## src/rtl/pwm_dbuf_pkg.sv

```systemverilog
package pwm_dbuf_pkg;
  localparam int ADDR_W = 2;
  localparam int PRE_W  = 4;

  typedef enum logic [ADDR_W-1:0] {
    SEL_PERIOD  = 2'd0,
    SEL_DUTY_HI = 2'd1,
    SEL_CTRL    = 2'd2,
    SEL_SPARE   = 2'd3
  } reg_sel_e;

  // terminal count of the prescaler for a 2-bit select
  function automatic logic [PRE_W-1:0] pre_limit(input logic [1:0] sel);
    case (sel)
      2'b00:   pre_limit = PRE_W'(0);
      2'b01:   pre_limit = PRE_W'(3);
      default: pre_limit = PRE_W'(15);
    endcase
  endfunction
endpackage

```

## src/rtl/pwm_dbuf_regs.sv

```systemverilog
module pwm_dbuf_regs
  import pwm_dbuf_pkg::*;
#(
  parameter int TMR_W  = 8,
  parameter int FINE_W = 2
) (
  input  logic                    clk,
  input  logic                    rst_n,
  input  logic                    wr_en,
  input  logic [ADDR_W-1:0]       wr_addr,
  input  logic [TMR_W-1:0]        wr_data,
  output logic [TMR_W-1:0]        period_q,
  output logic [TMR_W+FINE_W-1:0] duty_q,
  output logic [1:0]              ps_sel_q,
  output logic                    run_q
);
  localparam int PS_LSB  = FINE_W;
  localparam int RUN_BIT = FINE_W + 2;

  logic [TMR_W-1:0]  period_d, hi_q, hi_d;
  logic [FINE_W-1:0] lo_q, lo_d;
  logic [1:0]        ps_d;
  logic              run_d;
  logic              en_period, en_hi, en_ctrl;

  always_comb begin
    en_period = wr_en && (wr_addr == SEL_PERIOD);
    en_hi     = wr_en && (wr_addr == SEL_DUTY_HI);
    en_ctrl   = wr_en && (wr_addr == SEL_CTRL);
    period_d  = en_period ? wr_data : period_q;
    hi_d      = en_hi ? wr_data : hi_q;
    lo_d      = en_ctrl ? wr_data[FINE_W-1:0] : lo_q;
    ps_d      = en_ctrl ? wr_data[PS_LSB+1:PS_LSB] : ps_sel_q;
    run_d     = en_ctrl ? wr_data[RUN_BIT] : run_q;
  end

  always_ff @(posedge clk or negedge rst_n) begin
    if (!rst_n) begin
      period_q <= '0;
      hi_q     <= '0;
      lo_q     <= '0;
      ps_sel_q <= '0;
      run_q    <= 1'b0;
    end else begin
      period_q <= period_d;
      hi_q     <= hi_d;
      lo_q     <= lo_d;
      ps_sel_q <= ps_d;
      run_q    <= run_d;
    end
  end

  assign duty_q = {hi_q, lo_q};
endmodule

```

## src/rtl/pwm_dbuf_timebase.sv

```systemverilog
module pwm_dbuf_timebase
  import pwm_dbuf_pkg::*;
#(
  parameter int TMR_W  = 8,
  parameter int FINE_W = 2
) (
  input  logic                    clk,
  input  logic                    rst_n,
  input  logic                    run,
  input  logic [1:0]              ps_sel,
  input  logic [TMR_W-1:0]        period,
  output logic                    tick,
  output logic                    rollover,
  output logic [TMR_W+FINE_W-1:0] tb_nxt
);
  localparam int TB_W = TMR_W + FINE_W;

  logic [PRE_W-1:0] pre_q, pre_d, lim;
  logic [TB_W-1:0]  tb_q;
  logic             at_end;

  always_comb begin
    lim      = pre_limit(ps_sel);
    tick     = run && (pre_q == lim);
    at_end   = (tb_q[TB_W-1:FINE_W] == period) && (tb_q[FINE_W-1:0] == '1);
    rollover = tick && at_end;
    pre_d    = pre_q;
    tb_nxt   = tb_q;
    if (!run) begin
      pre_d  = '0;
      tb_nxt = '0;
    end else if (tick) begin
      pre_d  = '0;
      tb_nxt = rollover ? '0 : tb_q + TB_W'(1);
    end else begin
      pre_d  = pre_q + PRE_W'(1);
    end
  end

  always_ff @(posedge clk or negedge rst_n) begin
    if (!rst_n) begin
      pre_q <= '0;
      tb_q  <= '0;
    end else begin
      pre_q <= pre_d;
      tb_q  <= tb_nxt;
    end
  end
endmodule

```

## src/rtl/pwm_dbuf_outstage.sv

```systemverilog
module pwm_dbuf_outstage #(
  parameter int DUTY_W = 10
) (
  input  logic              clk,
  input  logic              rst_n,
  input  logic              run,
  input  logic              tick,
  input  logic              rollover,
  input  logic [DUTY_W-1:0] tb_nxt,
  input  logic [DUTY_W-1:0] duty,
  output logic [DUTY_W-1:0] shadow_q,
  output logic              pwm_out
);
  logic [DUTY_W-1:0] shadow_d;
  logic              out_d;

  always_comb begin
    shadow_d = rollover ? duty : shadow_q;
    out_d    = pwm_out;
    if (!run)
      out_d = 1'b0;
    else if (rollover)
      out_d = (duty != '0);
    else if (tick && (tb_nxt == shadow_q))
      out_d = 1'b0;
  end

  always_ff @(posedge clk or negedge rst_n) begin
    if (!rst_n) begin
      shadow_q <= '0;
      pwm_out  <= 1'b0;
    end else begin
      shadow_q <= shadow_d;
      pwm_out  <= out_d;
    end
  end
endmodule

```

## src/rtl/pwm_dbuf.sv

```systemverilog
module pwm_dbuf
  import pwm_dbuf_pkg::*;
#(
  parameter int TMR_W  = 8,
  parameter int FINE_W = 2
) (
  input  logic              clk,
  input  logic              rst_n,
  input  logic              wr_en,
  input  logic [ADDR_W-1:0] wr_addr,
  input  logic [TMR_W-1:0]  wr_data,
  output logic              pwm_out
);
  localparam int DUTY_W = TMR_W + FINE_W;

  logic [TMR_W-1:0]  period_q;
  logic [DUTY_W-1:0] duty_q, shadow_q, tb_nxt;
  logic [1:0]        ps_sel_q;
  logic              run_q, tick, rollover;

  pwm_dbuf_regs #(.TMR_W(TMR_W), .FINE_W(FINE_W)) u_regs (
    .clk(clk), .rst_n(rst_n), .wr_en(wr_en), .wr_addr(wr_addr), .wr_data(wr_data),
    .period_q(period_q), .duty_q(duty_q), .ps_sel_q(ps_sel_q), .run_q(run_q)
  );

  pwm_dbuf_timebase #(.TMR_W(TMR_W), .FINE_W(FINE_W)) u_tb (
    .clk(clk), .rst_n(rst_n), .run(run_q), .ps_sel(ps_sel_q), .period(period_q),
    .tick(tick), .rollover(rollover), .tb_nxt(tb_nxt)
  );

  pwm_dbuf_outstage #(.DUTY_W(DUTY_W)) u_out (
    .clk(clk), .rst_n(rst_n), .run(run_q), .tick(tick), .rollover(rollover),
    .tb_nxt(tb_nxt), .duty(duty_q), .shadow_q(shadow_q), .pwm_out(pwm_out)
  );
endmodule

```

## config.mk

```make
export PLATFORM = sky130hd
export DESIGN_NAME = pwm_dbuf
export DESIGN_NICKNAME = d
export VERILOG_FILES = /design/src/rtl/pwm_dbuf_pkg.sv /design/src/rtl/pwm_dbuf_regs.sv /design/src/rtl/pwm_dbuf_timebase.sv /design/src/rtl/pwm_dbuf_outstage.sv /design/src/rtl/pwm_dbuf.sv
export SDC_FILE = /design/constraint.sdc
export NUM_CORES = 1
export LEC_CHECK = 0
export BUFFER_PORTS_ARGS = -buffer_cell sky130_fd_sc_hd__buf_2
export CAP_MARGIN = 20
export CELL_PAD_IN_SITES_DETAIL_PLACEMENT = 0
export CELL_PAD_IN_SITES_GLOBAL_PLACEMENT = 2
export CORE_MARGIN = 2
export CORE_UTILIZATION = 39
export DETAILED_ROUTE_END_ITERATION = 10
export PLACE_DENSITY_LB_ADDON = 0.1
export SLEW_MARGIN = 20
export SYNTH_ARGS = -nofsm -noshare
export SYNTH_HDL_FRONTEND = slang
export SYNTH_SLANG_ARGS = --single-unit
```

## constraint.sdc

```tcl
create_clock -name clk -period 3.1 [get_ports clk]
set_input_delay 0.465 -clock clk [delete_from_list [all_inputs] [get_ports clk]]
set_output_delay 0.465 -clock clk [all_outputs]
set_load 0.01 [all_outputs]
```

### Word-level counts from Yosys, hierarchy flattened

Cells that the tools add are included.

| operators by class | value |
|---|---|
| $add $sub $neg | 2 |
| $mul | 0 |
| divide/modulo/power cells | 0 |
| magnitude comparators | 0 |
| equality and inequality tests | 8 |
| shift-type cells | 0 |
| multiplexer cells | 9 |
| bitwise logic cells | 0 |
| reductions and logical operators | 10 |

Operators with widths:

| cell | number |
|---|---|
| 10-bit 2-to-1 mux | 3 |
| 10-bit by 1-bit adder with 10-bit output (second input constant) | 1 |
| 10-bit equality test | 1 |
| 10-bit nonzero test | 1 |
| 8-bit equality test | 1 |
| 4-bit 2-to-1 mux | 2 |
| 4-bit case mux with 2 select lines | 1 |
| 1-bit logical AND | 7 |
| 4-bit by 1-bit adder with 4-bit output (second input constant) | 1 |
| 2-bit by 1-bit equality test with 1-bit output (second input constant) | 2 |
| 2-bit equality test (second input constant) | 2 |
| 4-bit equality test | 1 |
| 2-bit logical NOT | 2 |
| 1-bit 2-to-1 mux | 3 |
| 3-bit by 1-bit inequality test with 1-bit output (second input constant) | 1 |

| storage, ports and cells | value |
|---|---|
| register bits | 46 |
| bits in latches | 0 |
| RAM bits | 0 |
| bits in read-only memories | 0 |
| bits of input ports | 13 |
| output and inout port bits | 1 |
| memories kept | 0 |

### Depth between registers and ports, before layout

Gate-level depths: netlist of run 1.

| logic depth | value |
|---|---|
| depth in word-level cells | 13 |
| gate-level depth with buffers | 9 |

### Cells and area by module

From an unflattened synthesis of run 1, not the netlist that was laid out.

| unflattened totals | value |
|---|---|
| cell total of the unflattened synthesis | 186 |
| area total of the unflattened synthesis | 2,242.2 um^2 |

Modules (own cells, without submodules):

| module | times used | cells an instance | area each (um^2) | sequential area each (um^2) |
|---|---|---|---|---|
| pwm_dbuf_timebase | 1 | 100 | 889.6 | 350.3 |
| pwm_dbuf_regs | 1 | 45 | 799.5 | 525.5 |
| pwm_dbuf_outstage | 1 | 41 | 553.0 | 275.3 |

### Worst setup path before layout of run 1

No wires, ideal clock.

| timing path | value |
|---|---|
| path type | flip-flop to flip-flop |
| start | register u_regs.ps_sel_q[0] |
| end | register u_out.pwm_out |
| data arrival time | 2.275 ns |
| required time | 2.957 ns |
| setup slack | 0.681 ns |
| stages on the path, launching flop included | 9 |
| buffers on the path | 1 |
| period minus slack after synthesis | 2.419 ns |
| cells stage by stage | dfrtp_1 a21boi_0 or3_1 buf_2 or4_4 and2_4 or4b_4 o211ai_2 a41oi_2 |

| between the ends | value |
|---|---|
| cells in the longest elaborated chain, start to end | 11 |
| elaborated cells between the ends (all ways) | 14 |

Ends and longest elaborated chain:

| element | RTL line | text |
|---|---|---|
| from (decl) | pwm_dbuf_regs.sv:14 | `output logic [1:0] ps_sel_q,` |
| from (signal assigned) | pwm_dbuf_regs.sv:48 | `ps_sel_q <= ps_d;` |
| 2-bit by 1-bit equality test with 1-bit output / 2-bit logical NOT (equally long branches) | pwm_dbuf_pkg.sv:14 | `case (sel)` |
| 4-bit case mux with 2 select lines (*) | pwm_dbuf_pkg.sv:14 |  |
| 4-bit equality test (*) | pwm_dbuf_timebase.sv:24 | `tick = run && (pre_q == lim);` |
| 1-bit logical AND (*) | pwm_dbuf_timebase.sv:24 |  |
| 1-bit logical AND | pwm_dbuf_timebase.sv:26 | `rollover = tick && at_end;` |
| 10-bit 2-to-1 mux | pwm_dbuf_timebase.sv:34 | `tb_nxt = rollover ? '0 : tb_q + TB_W'(1);` |
| 10-bit 2-to-1 mux | pwm_dbuf_timebase.sv:32 | `end else if (tick) begin` |
| 10-bit 2-to-1 mux | pwm_dbuf_timebase.sv:29 | `if (!run) begin` |
| 10-bit equality test | pwm_dbuf_outstage.sv:24 | `else if (tick && (tb_nxt == shadow_q))` |
| 1-bit logical AND | pwm_dbuf_outstage.sv:24 |  |
| 3-bit by 1-bit inequality test with 1-bit output (no line) | n/a |  |
| to (signal assigned) | pwm_dbuf_outstage.sv:34 | `pwm_out <= out_d;` |
| to (decl) | pwm_dbuf_outstage.sv:12 | `output logic pwm_out` |

Mark *: on every way between the ends. The rest lies on a longest branch, timed or not.
A chain may end at the register's enable or synchronous reset.

### Worst setup path in the final report of run 1

| timing path | value |
|---|---|
| start | register u_tb.pre_q[0] |
| end | register u_out.pwm_out |

| between the ends | value |
|---|---|
| cells in the longest elaborated chain, start to end | 9 |
| elaborated cells between the ends (all ways) | 11 |

Ends and longest elaborated chain:

| element | RTL line | text |
|---|---|---|
| from (decl) | pwm_dbuf_timebase.sv:18 | `logic [PRE_W-1:0] pre_q, pre_d, lim;` |
| from (signal assigned) | pwm_dbuf_timebase.sv:45 | `pre_q <= pre_d;` |
| 4-bit equality test (*) | pwm_dbuf_timebase.sv:24 |  |
| 1-bit logical AND (*) | pwm_dbuf_timebase.sv:24 |  |
| 1-bit logical AND | pwm_dbuf_timebase.sv:26 |  |
| 10-bit 2-to-1 mux | pwm_dbuf_timebase.sv:34 |  |
| 10-bit 2-to-1 mux | pwm_dbuf_timebase.sv:32 |  |
| 10-bit 2-to-1 mux | pwm_dbuf_timebase.sv:29 |  |
| 10-bit equality test | pwm_dbuf_outstage.sv:24 |  |
| 1-bit logical AND | pwm_dbuf_outstage.sv:24 |  |
| 3-bit by 1-bit inequality test with 1-bit output (no line) | n/a |  |

Marks and branches as above.

==> results of run 1 <==
[kinds of logic (layout without fill, tap and decap cells)]
| family | after synthesis | in the layout | synth area share |
|---|---|---|---|
| muxes | 21 | 21 | 0.0950 |
| and+or+nand+nor | 114 | 114 | 0.236 |
| buffers and inverters | 16 | 33 | 0.0246 |
| xor gates and xnor gates | 14 | 14 | 0.0493 |
| AOI/OAI and AO/OA | 42 | 42 | 0.122 |
| adders and majority gates | 2 | 2 | 0.0101 |
| DFF | 46 | 46 | 0.463 |
[registers in the layout, indices dropped and copies added (netlist names)]
| signal | count |
|---|---|
| u_regs.hi_q | 8 |
| u_out.pwm_out | 1 |
| u_regs.run_q | 1 |
| u_tb.pre_q | 4 |
| u_regs.ps_sel_q | 2 |
| u_tb.tb_q | 10 |
| u_regs.lo_q | 2 |
| u_regs.period_q | 8 |
| u_out.shadow_q | 10 |
[power groups by stage]
stage	sequential, mW	combinational [mW]	clock (mW)
floorplan	0.715	0.172	0
global placement	0.732	0.248	0
detailed placement	0.734	0.247	0
CTS	0.722	0.248	0.463
global route	0.733	0.274	0.489
finish	0.721	0.244	0.449
[cell usage after synthesis, types with 5 or more instances]
library cell / n / area, um2
a21oi_1: 6 / 30.0
and2_1: 5 / 31.3
clkbuf_1: 11 / 41.3
dfrtp_1: 46 / 1150
mux2_2: 21 / 236
nand2_1: 42 / 158
nand3_1: 5 / 25.0
nor2_1: 16 / 60.1
nor3_1: 9 / 45.0
nor4_1: 6 / 37.5
o21ai_0: 10 / 50.1
xnor2_1: 11 / 96.3
[layout make-up]
| type | instances | area (um2) | area share |
|---|---|---|---|
| multi-input combinational | 193 | 1280 | 0.460 |
| sequential | 46 | 1150 | 0.415 |
| timing repair buffer | 21 | 128 | 0.0460 |
| tap | 77 | 96.3 | 0.0347 |
| clock buffer | 6 | 72.6 | 0.0261 |
| clock inverter | 2 | 37.5 | 0.0135 |
| inverter | 4 | 15.0 | 0.00541 |
[worst max-delay path: cells and delay by family (launching register included)]
kind | cells | cell delay, ns
flip-flops | 1 | 0.42
AO/OA/AOI/OAI | 4 | 1.23
AND/OR/NAND/NOR | 3 | 0.80
[per-layer routing]
layer | vias up | wire length [um] | part of all wire
met4 | 0 | 206 | 0.034
li1 | 954 | - | -
met5 | - | 0 | 0
met2 | 58 | 2740 | 0.45
met3 | 18 | 290 | 0.048
met1 | 943 | 2810 | 0.46
[path summary, 6_finish.rpt]
| kind | slack (ns) | from | endpoint | cells after the start |
|---|---|---|---|---|
| setup / recovery | 0.53 | u_tb.pre_q[0] | u_out.pwm_out | 7 |
| hold / removal | 0.16 | rst_n | u_tb.pre_q[2] | 1 |
| setup reg to reg | 0.53 | u_tb.pre_q[0] | u_out.pwm_out | 7 |
| hold reg to reg | 0.49 | u_regs.hi_q[0] | u_out.shadow_q[2] | 2 |
| max in group asynchronous | 2.53 | rst_n | u_out.shadow_q[1] | 1 |
| min in group clk | 0.40 | wr_data[7] | u_regs.hi_q[7] | 2 |
[stage by stage]
stage                     power (mW)  setup WS (ns)  utilization
after floorplan                0.887          0.681            -
after global placement         0.980          0.549        0.424
after detailed placement       0.981          0.562        0.424
after CTS                       1.43          0.544        0.442
after global routing            1.50          0.310        0.442
final                           1.41          0.526        0.442
==> impl_metrics.sql, run 1 <==
INSERT INTO impl_metrics (metric_group, metric, value, unit) VALUES
('job', 'cap_viol_max_count', '0', ''),
('place', 'dpl.hpwl', '4.53', 'mm'),
('clocking', 'cts_hold_buf', '0', ''),
('setup_path', 'endpoint_kind', 'flop', ''),
('die', 'core_outline_area', '0.00628', 'mm2'),
('detailed_routing', 'antenna_left', '0', ''),
('yosys', 'ys_warn_count', '0', ''),
('pwr', 'power.share.sequential', '0.509', ''),
('finish', 'layout_commonest_cell', 'dfrtp_1', ''),
('finish', 'layout.cells.non_filler', '349', ''),
('grt', 'globalRoute.totalOverflow', '0', ''),
('finish', 'nets', '286', ''),
('setup_path', 'worst-setup-path-type', 'reg2reg', ''),
('timing', 'finalSetupViolations', '0', ''),
('place', 'placed_cell_area', '0.00266', 'mm2'),
('yosys', 'yosys_register_bits', '46', ''),
('clocking', 'tritoncts', 'yes', ''),
('clocking', 'postCtsSetupRepairBufs', '0', ''),
('clocking', 'insertion_delay', '0.30', 'ns'),
('grt', 'top_usage_layer', 'met2', ''),
('grt', 'grt_util_met3', '0.0346', ''),
('timing', 'slew_at_the_pin_closest_to_its_max_slew_limit', '0.711', 'ns'),
('yosys', 'seq_area_frac_synth', '0.463', ''),
('die', 'die_span_in_x', '83.9', 'um'),
('setup_path', 'critPathSlowestCell', 'a32oi_1', ''),
('yosys', 'post_synth_num_cell_types', '49', ''),
('yosys', 'synth.avg_cell_area', '9.76', 'um2'),
('pwr', 'power.internal', '1.02', 'mW'),
('outcome', 'run_status', 'completed', ''),
('grt', 'first_global_vias', '1977', ''),
('min_path', 'worstHoldPathType', 'in2async', ''),
('detailed_routing', 'vias_per_std_cell', '5.65', ''),
('place', 'port_buffers', '13', ''),
('timing', 'timing.clock.skew', '0.00783', 'ns'),
('yosys', 'post_synth_instance_area', '0.00249', 'mm2'),
('setup_path', 'cp_data_arrival_time', '2.75', 'ns'),
('timing', 'timing.final.hold_violations', '0', ''),
('pwr', 'net_sw_frac', '0.279', ''),
('yosys', 'synth_ff_type', 'dfrtp_1', ''),
('pwr', 'netSwitchingPower', '395', 'uW'),
('finish', 'n_antenna_cell', '0', ''),
('pwr', 'power_density', '509', 'mW/mm2'),
('timing', 'slew_violations', '0', ''),
('clocking', 'max-clock-path-buffers', '2', ''),
('yosys', 'async_reset_ff_frac', '1.00', ''),
('setup_path', 'required', '3.27', 'ns'),
('detailed_routing', 'drtIter0Drc', '191', ''),
('setup_path', 'crit_fanout', '8', ''),
('place', 'finalWeightedCongestion', '0.860', ''),
('detailed_routing', 'vias', '1973', ''),
('timing', 'max_freq', '389', 'MHz'),
('clocking', 'cts_resized', '0', ''),
('finish', 'final_layout_size_suffix_gt1_frac', '0.213', ''),
('yosys', 'synthesis.nets', '270', ''),
('finish', 'layout.filler_cells', '634', ''),
('pwr', 'vdd.ir_drop.worst', '0.266', 'mV'),
('die', 'die_area', '0.00704', 'mm2'),
('detailed_routing', 'total_routed_wirelength', '6.05', 'mm'),
('grt', 'gr-usage-met1', '0.247', ''),
('yosys', 'synthCells', '255', ''),
('timing', 'worst_hold_slack', '0.157', 'ns'),
('clocking', 'clock_sink_count', '46', ''),
('grt', 'grt_pass1_wl', '9.96', 'mm'),
('setup_path', 'timing.critical_path.slowest_cell_delay', '0.54', 'ns'),
('grt', 'antenna_found_initial', '0', ''),
('clocking', 'cts_clock_pin_slew_for_the_worst_setup_and_hold_paths', '0.08', 'ns'),
('finish', 'area_growth_syn_to_layout', '11.6', '%'),
('detailed_routing', 'post-route-drc-count', '0', ''),
('grt', 'grt.met2_usage', '0.279', ''),
('finish', 'finish.instance_area', '0.00278', 'mm2'),
('timing', 'setup-tns-final', '0', 'ns');
Note: power is estimated with default switching activity, not from simulation.
==> run 2: changes to the inputs <==
- clock period: 3.1 -> 2.6 ns (I/O delays scaled with it)
==> run 2 against run 1 <==
  * Hold slack got worse by 0.086 ns
  * Routed wire length is 6.0% higher
  * Combinational power grew 37%
  * Cell count up 4.9%
  * Register-to-register slack lost 0.39 ns
  * Critical endpoint unchanged
==> impl_metrics.sql, run 2 (synthesized netlist as in run 1, its figures left out) <==
INSERT INTO impl_metrics (metric_group, metric, value, unit) VALUES
('outcome', 'run_status', 'completed', ''),
('timing', 'post-route-period-util', '0.946', ''),
('die', 'core_outline_area', '0.00628', 'mm2'),
('finish', 'final_layout_size_suffix_gt1_frac', '0.266', ''),
('place', 'dpl.hpwl', '4.97', 'mm'),
('setup_path', 'critical_path.startpoint_type', 'flop', ''),
('detailed_routing', 'antenna_left', '0', ''),
('timing', 'timing.clock.skew', '0.00643', 'ns'),
('detailed_routing', 'drt-pass1-iter-count', '4', ''),
('timing', 'slew_at_the_pin_closest_to_its_max_slew_limit', '0.538', 'ns'),
('timing', 'worst_hold_slack', '0.0712', 'ns'),
('die', 'die_span_in_x', '83.9', 'um'),
('min_path', 'worstHoldPathType', 'in2async', ''),
('timing', 'setup-tns-final', '0', 'ns'),
('setup_path', 'required', '2.76', 'ns'),
('place', 'preCtsSetupSlack', '0.0775', 'ns'),
('place', 'port_buffers', '13', ''),
('setup_path', 'critical_path.reg2reg.startpoint', 'u_regs.ps_sel_q[0]', ''),
('pwr', 'vdd.ir_drop.worst', '0.352', 'mV'),
('setup_path', 'worst_r2r_endpoint', 'u_out.pwm_out', ''),
('detailed_routing', 'drtIter0Drc', '56', ''),
('place', 'finalWeightedCongestion', '0.818', ''),
('detailed_routing', 'drt-met1-wl', '3.07', 'mm'),
('setup_path', 'worst-setup-path-type', 'reg2reg', ''),
('finish', 'final_core_utilization', '0.464', ''),
('finish', 'finish.instance_area', '0.00291', 'mm2'),
('detailed_routing', 'total_routed_wirelength', '6.41', 'mm'),
('clocking', 'tritoncts.num_buffers', '5', ''),
('grt', 'antenna_found_initial', '0', ''),
('finish', 'most_frequent_cells_in_the_layout', 'dfrtp_1, nand2_1, buf_4', ''),
('detailed_routing', 'wire_per_inst', '17.5', 'um'),
('finish', 'layout.cells.non_filler', '366', ''),
('die', 'die_area', '0.00704', 'mm2'),
('clocking', 'cts_root_buffer', 'clkbuf_8', ''),
('clocking', 'max-clock-path-buffers', '2', ''),
('timing', 'max_freq', '406', 'MHz'),
('setup_path', 'setup.reg_to_reg.worst_slack', '0.14', 'ns'),
('die', 'pin_count', '14', ''),
('grt', 'overall_global_routing_usage', '0.195', ''),
('pwr', 'static-leakage-power', '1.28', 'nW'),
('detailed_routing', 'post-route-drc-count', '0', ''),
('setup_path', 'endpoint_kind', 'flop', ''),
('pwr', 'fin_total_pwr', '1.71', 'mW'),
('timing', 'slew_violations', '0', ''),
('setup_path', 'crit_fanout', '8', ''),
('finish', 'reg_top3', 'u_out.shadow_q x10, u_tb.tb_q x10', ''),
('timing', 'finalSetupViolations', '0', ''),
('die', 'floorplan.rows', '29', ''),
('timing', 'final_critical_path_setup_slack', '0.140', 'ns'),
('setup_path', 'timing.reg2reg.worst_path_depth', '7', ''),
('grt', 'first_global_vias', '2138', ''),
('clocking', 'insertion_delay', '0.29', 'ns'),
('die', 'fp.dieH', '83.9', 'um'),
('detailed_routing', 'vias_per_std_cell', '5.55', ''),
('timing', 'timing.final.hold_violations', '0', ''),
('finish', 'n_antenna_cell', '0', ''),
('detailed_routing', 'met3RoutedLength', '189', 'um'),
('clocking', 'clock_sink_count', '46', ''),
('detailed_routing', 'top_layer_used', 'met4', ''),
('grt', 'grt_start_max_net_pins', '25', ''),
('timing', 'rsz0062_at_grt', 'no', ''),
('finish', 'area_growth_syn_to_layout', '17.0', '%'),
('grt', 'globalRoute.totalOverflow', '0', ''),
('timing', 'layout_min_cycle_time', '2.46', 'ns'),
('clocking', 'cts_clock_pin_slew_for_the_worst_setup_and_hold_paths', '0.09', 'ns'),
('finish', 'nets', '303', ''),
('detailed_routing', 'met2RoutedLength', '3.03', 'mm'),
('die', 'initial_core_utilization', '0.396', ''),
('job', 'cap_viol_max_count', '0', ''),
('clocking', 'cts-htree-levels', '2', ''),
('clocking', 'tritoncts', 'yes', ''),
('clocking', 'cts_hold_buf', '0', ''),
('grt', 'grt_pass1_wl', '10.7', 'mm'),
('place', 'placed_cells', '358', ''),
('timing', 'max-slew-margin-rel', '0.641', ''),
('place', 'placed_cell_area', '0.00279', 'mm2'),
('setup_path', 'cp_data_arrival_time', '2.62', 'ns'),
('finish', 'layout_commonest_cell', 'dfrtp_1', ''),
('pwr', 'power_density', '589', 'mW/mm2'),
('detailed_routing', 'vias', '2032', '');
-- run 2: changes by cell type in the layout (fill, tap and decap cells not counted), sizes merged --
cell	change
buf	+17
-- run 2: routing by layer --
layer,up-vias,GRT usage
met1,994,0.262
met5,-,0
met3,13,0.0366
met4,0,0.0674
met2,30,0.315
li1,995,-
-- run 2: worst max-delay path by stage --
| stage | from | endpoint | slack (ns) |
|---|---|---|---|
| CTS | u_regs.ps_sel_q[0] | u_out.pwm_out | 0.08 |
| floorplan | u_regs.ps_sel_q[0] | u_out.pwm_out | 0.18 |
| global route | u_regs.ps_sel_q[0] | u_out.pwm_out | 0.06 |
| finish | u_regs.ps_sel_q[0] | u_out.pwm_out | 0.14 |
| detailed placement | u_regs.ps_sel_q[0] | u_out.pwm_out | 0.08 |
| global placement | u_regs.ps_sel_q[0] | u_out.pwm_out | 0.11 |
-- run 2: final cells by class --
cell class / instances / area, um2
sequential: 46 / 1150
timing repair buffer: 38 / 253
tap: 77 / 96.3
clock buffer: 6 / 72.6
multi-input combinational: 193 / 1290
inverter: 4 / 15.0
clock inverter: 2 / 37.5
fill: 638 / 3360
-- run 2: where the power goes --
part | internal, mW | switching (mW) | total [mW]
logic | 0.167 | 0.168 | 0.335
registers | 0.792 | 0.0619 | 0.854
clock network | 0.287 | 0.238 | 0.525
total | 1.25 | 0.468 | 1.71
-- run 2: worst max-delay path: stages (launching register included) --
cell,delay [ns]
dfrtp_1,0.39
a21boi_0,0.17
or3_4,0.44
or4_4,0.50
and2_4,0.18
or4b_4,0.47
o211ai_2,0.08
a41oi_2,0.10
-- run 2: repair_timing --
| action | in CTS | in global routing |
|---|---|---|
| setup endpoints to repair | 0 | 1 |
| resized for setup | 0 | 2 |
| buffers inserted | 0 | 0 |
==> run 3: changes to the inputs <==
- CORE_UTILIZATION: 39 -> 35
==> run 3 against run 2 <==
  * Sequential share of layout area decreased by 0.12 points
  * Flip-flop and latch count unchanged
  * Sequential power barely moved
  * First-iteration DRC count grew to 2.5 times the previous value
  * Cell count increased by 4.6%
  * Design area up 0.30%
  * Clock power rose by 3.8%
  * Global-route usage down 0.55 points
  * Critical path depth is the same
  * Worst setup slack got worse by 0.0057 ns
  * Hold slack gained 0.10 ns
  * Critical endpoint unchanged
  * Largest power group unchanged
  * Highest routed layer unchanged
==> impl_metrics.sql, run 3 (synthesized netlist as in run 1, its figures left out) <==
INSERT INTO impl_metrics (metric_group, metric, value, unit) VALUES
('timing', 'finalSetupViolations', '0', ''),
('place', 'preCtsSetupSlack', '0.135', 'ns'),
('clocking', 'cts-htree-levels', '2', ''),
('detailed_routing', 'post-route-drc-count', '0', ''),
('place', 'placed_cells', '375', ''),
('finish', 'area_of_combinational_cells_with_multiple_inputs', '0.00129', 'mm2'),
('detailed_routing', 'drtIter0Drc', '140', ''),
('die', 'floorplan.rows', '30', ''),
('finish', 'layout.cells.non_filler', '383', ''),
('pwr', 'power_density', '592', 'mW/mm2'),
('grt', 'first_global_vias', '1998', ''),
('detailed_routing', 'drt-pass1-iter-count', '4', ''),
('setup_path', 'worst_setup_path_startpoint', 'u_regs.ps_sel_q[1]', ''),
('finish', 'layout.filler_cells', '722', ''),
('die', 'pin_count', '14', ''),
('grt', 'grt_start_max_net_pins', '47', ''),
('clocking', 'tritoncts', 'yes', ''),
('setup_path', 'critical_path.startpoint_type', 'flop', ''),
('die', 'die_area', '0.00780', 'mm2'),
('pwr', 'static-leakage-power', '1.26', 'nW'),
('detailed_routing', 'vias_per_std_cell', '5.20', ''),
('clocking', 'max-clock-path-buffers', '2', ''),
('place', 'placed_cell_area', '0.00280', 'mm2'),
('clocking', 'cts_root_buffer', 'clkbuf_8', ''),
('finish', 'layout_commonest_cell', 'dfrtp_1', ''),
('setup_path', 'series_of_cell_instances_along_the_critical_path', 'nor2b_1 -> or3_1 -> or4_4 -> and2_4 -> or4b_4 -> o211ai_2 -> a41oi_2', ''),
('setup_path', 'endpoint_kind', 'flop', ''),
('detailed_routing', 'antenna_left', '0', ''),
('timing', 'max_freq', '406', 'MHz'),
('clocking', 'postCtsSetupRepairBufs', '0', ''),
('detailed_routing', 'wire_per_inst', '17.4', 'um'),
('job', 'cap_viol_max_count', '0', ''),
('timing', 'timing.clock.skew', '0.00773', 'ns'),
('setup_path', 'setup.reg_to_reg.worst_slack', '0.13', 'ns'),
('finish', 'final_core_utilization', '0.428', ''),
('die', 'fp.dieH', '88.3', 'um'),
('die', 'initial_core_utilization', '0.364', ''),
('place', 'finalWeightedCongestion', '0.789', ''),
('die', 'core_outline_area', '0.00683', 'mm2'),
('timing', 'rsz0062_at_grt', 'no', ''),
('detailed_routing', 'total_routed_wirelength', '6.66', 'mm'),
('timing', 'setup-tns-final', '0', 'ns'),
('timing', 'final_critical_path_setup_slack', '0.134', 'ns'),
('grt', 'antenna_found_initial', '0', ''),
('clocking', 'cts_clock_pin_slew_for_the_worst_setup_and_hold_paths', '0.09', 'ns'),
('finish', 'ff_latch_area', '0.00115', 'mm2'),
('grt', 'overall_global_routing_usage', '0.189', ''),
('setup_path', 'required', '2.77', 'ns'),
('setup_path', 'timing.reg2reg.worst_path_depth', '7', ''),
('clocking', 'insertion_delay', '0.30', 'ns'),
('clocking', 'tritoncts.num_buffers', '5', ''),
('min_path', 'worstHoldPathType', 'in2async', ''),
('setup_path', 'crit_path_end', 'u_out.pwm_out', ''),
('setup_path', 'worst-setup-path-type', 'reg2reg', ''),
('timing', 'layout_min_cycle_time', '2.47', 'ns'),
('detailed_routing', 'vias', '1993', ''),
('pwr', 'vdd.ir_drop.worst', '0.248', 'mV'),
('timing', 'max-slew-margin-rel', '0.591', ''),
('grt', 'globalRoute.totalOverflow', '0', ''),
('place', 'port_buffers', '13', ''),
('setup_path', 'worst_r2r_endpoint', 'u_out.pwm_out', ''),
('finish', 'finish.instance_area', '0.00292', 'mm2'),
('finish', 'n_antenna_cell', '0', ''),
('setup_path', 'cp_data_arrival_time', '2.63', 'ns'),
('clocking', 'cts_hold_buf', '0', ''),
('grt', 'grt_pass1_wl', '10.8', 'mm'),
('finish', 'nets', '301', ''),
('place', 'dpl.hpwl', '4.99', 'mm'),
('finish', 'area_growth_syn_to_layout', '17.4', '%'),
('die', 'die_span_in_x', '88.3', 'um'),
('setup_path', 'critical_path_cell_count', '7', ''),
('timing', 'post-route-period-util', '0.948', ''),
('setup_path', 'timing.critical_path.slowest_cell_delay', '0.50', 'ns'),
('timing', 'timing.final.hold_violations', '0', ''),
('setup_path', 'worstPathBufferInverterCount', '0', ''),
('setup_path', 'delay_heaviest_family_cp', 'simple AND/OR/NAND/NOR gates', ''),
('finish', 'reg_top3', 'u_out.shadow_q x10, u_tb.tb_q x10', ''),
('clocking', 'clock_sink_count', '46', ''),
('setup_path', 'critPathSlowestCell', 'or4_4', ''),
('finish', 'most_frequent_cells_in_the_layout', 'dfrtp_1, nand2_1, buf_4', ''),
('timing', 'slew_violations', '0', ''),
('setup_path', 'critical_path.reg2reg.startpoint', 'u_regs.ps_sel_q[1]', ''),
('finish', 'final_layout_size_suffix_gt1_frac', '0.261', ''),
('setup_path', 'crit_fanout', '5', ''),
('outcome', 'run_status', 'completed', ''),
('timing', 'slew_at_the_pin_closest_to_its_max_slew_limit', '0.613', 'ns');
-- run 3: power breakdown --
part	total (mW)	internal (mW)	leakage, nW	switching, mW
sequential	0.855	0.792	0.595	0.0630
clock	0.545	0.287	0.0514	0.257
combinational	0.329	0.163	0.617	0.166
total	1.73	1.24	1.26	0.486
-- run 3: worst min-delay path by stage --
stage	depth (start not counted)	slack, ns	start	end
final	2	0.17	rst_n	u_tb.pre_q[2]
after CTS	2	0.20	rst_n	u_tb.tb_q[3]
after global placement	1	0.47	u_tb.pre_q[0]	u_tb.pre_q[0]
after global routing	2	0.21	rst_n	u_tb.pre_q[2]
after floorplan	0	0.09	rst_n	u_out.pwm_out
after detailed placement	2	0.48	u_regs.hi_q[0]	u_out.shadow_q[2]
-- run 3: final cells by class --
type,instances,area share
Inverter,4,0.00514
Clock buffer,6,0.0248
Tap cell,96,0.0411
Clock inverter,2,0.0128
Timing Repair Buffer,36,0.0814
Sequential cell,46,0.394
Multi-Input combinational cell,193,0.441
-- run 3: per-layer routing --
| metal | wire length [um] | GRT usage | up-vias |
|---|---|---|---|
| met1 | 3370 | 0.273 | 974 |
| met4 | 29 | 0.0413 | 0 |
| met3 | 206 | 0.0308 | 2 |
| met5 | 0 | 0 | - |
| li1 | - | - | 982 |
| met2 | 3050 | 0.300 | 35 |
-- run 3: timing repair --
| item | in CTS | in global routing |
|---|---|---|
| resized for setup | 0 | 2 |
| endpoints found under the hold margin | 0 | 0 |
| endpoints found under the setup margin | 0 | 1 |
-- run 3: metrics by stage --
step / hold slack (ns) / total power [mW]
2_1_floorplan: 0.0944 / 1.06
3_3_place_gp: 0.472 / 1.20
3_5_place_dp: 0.476 / 1.20
4_1_cts: 0.200 / 1.75
5_1_grt: 0.214 / 1.83
6_report: 0.171 / 1.73
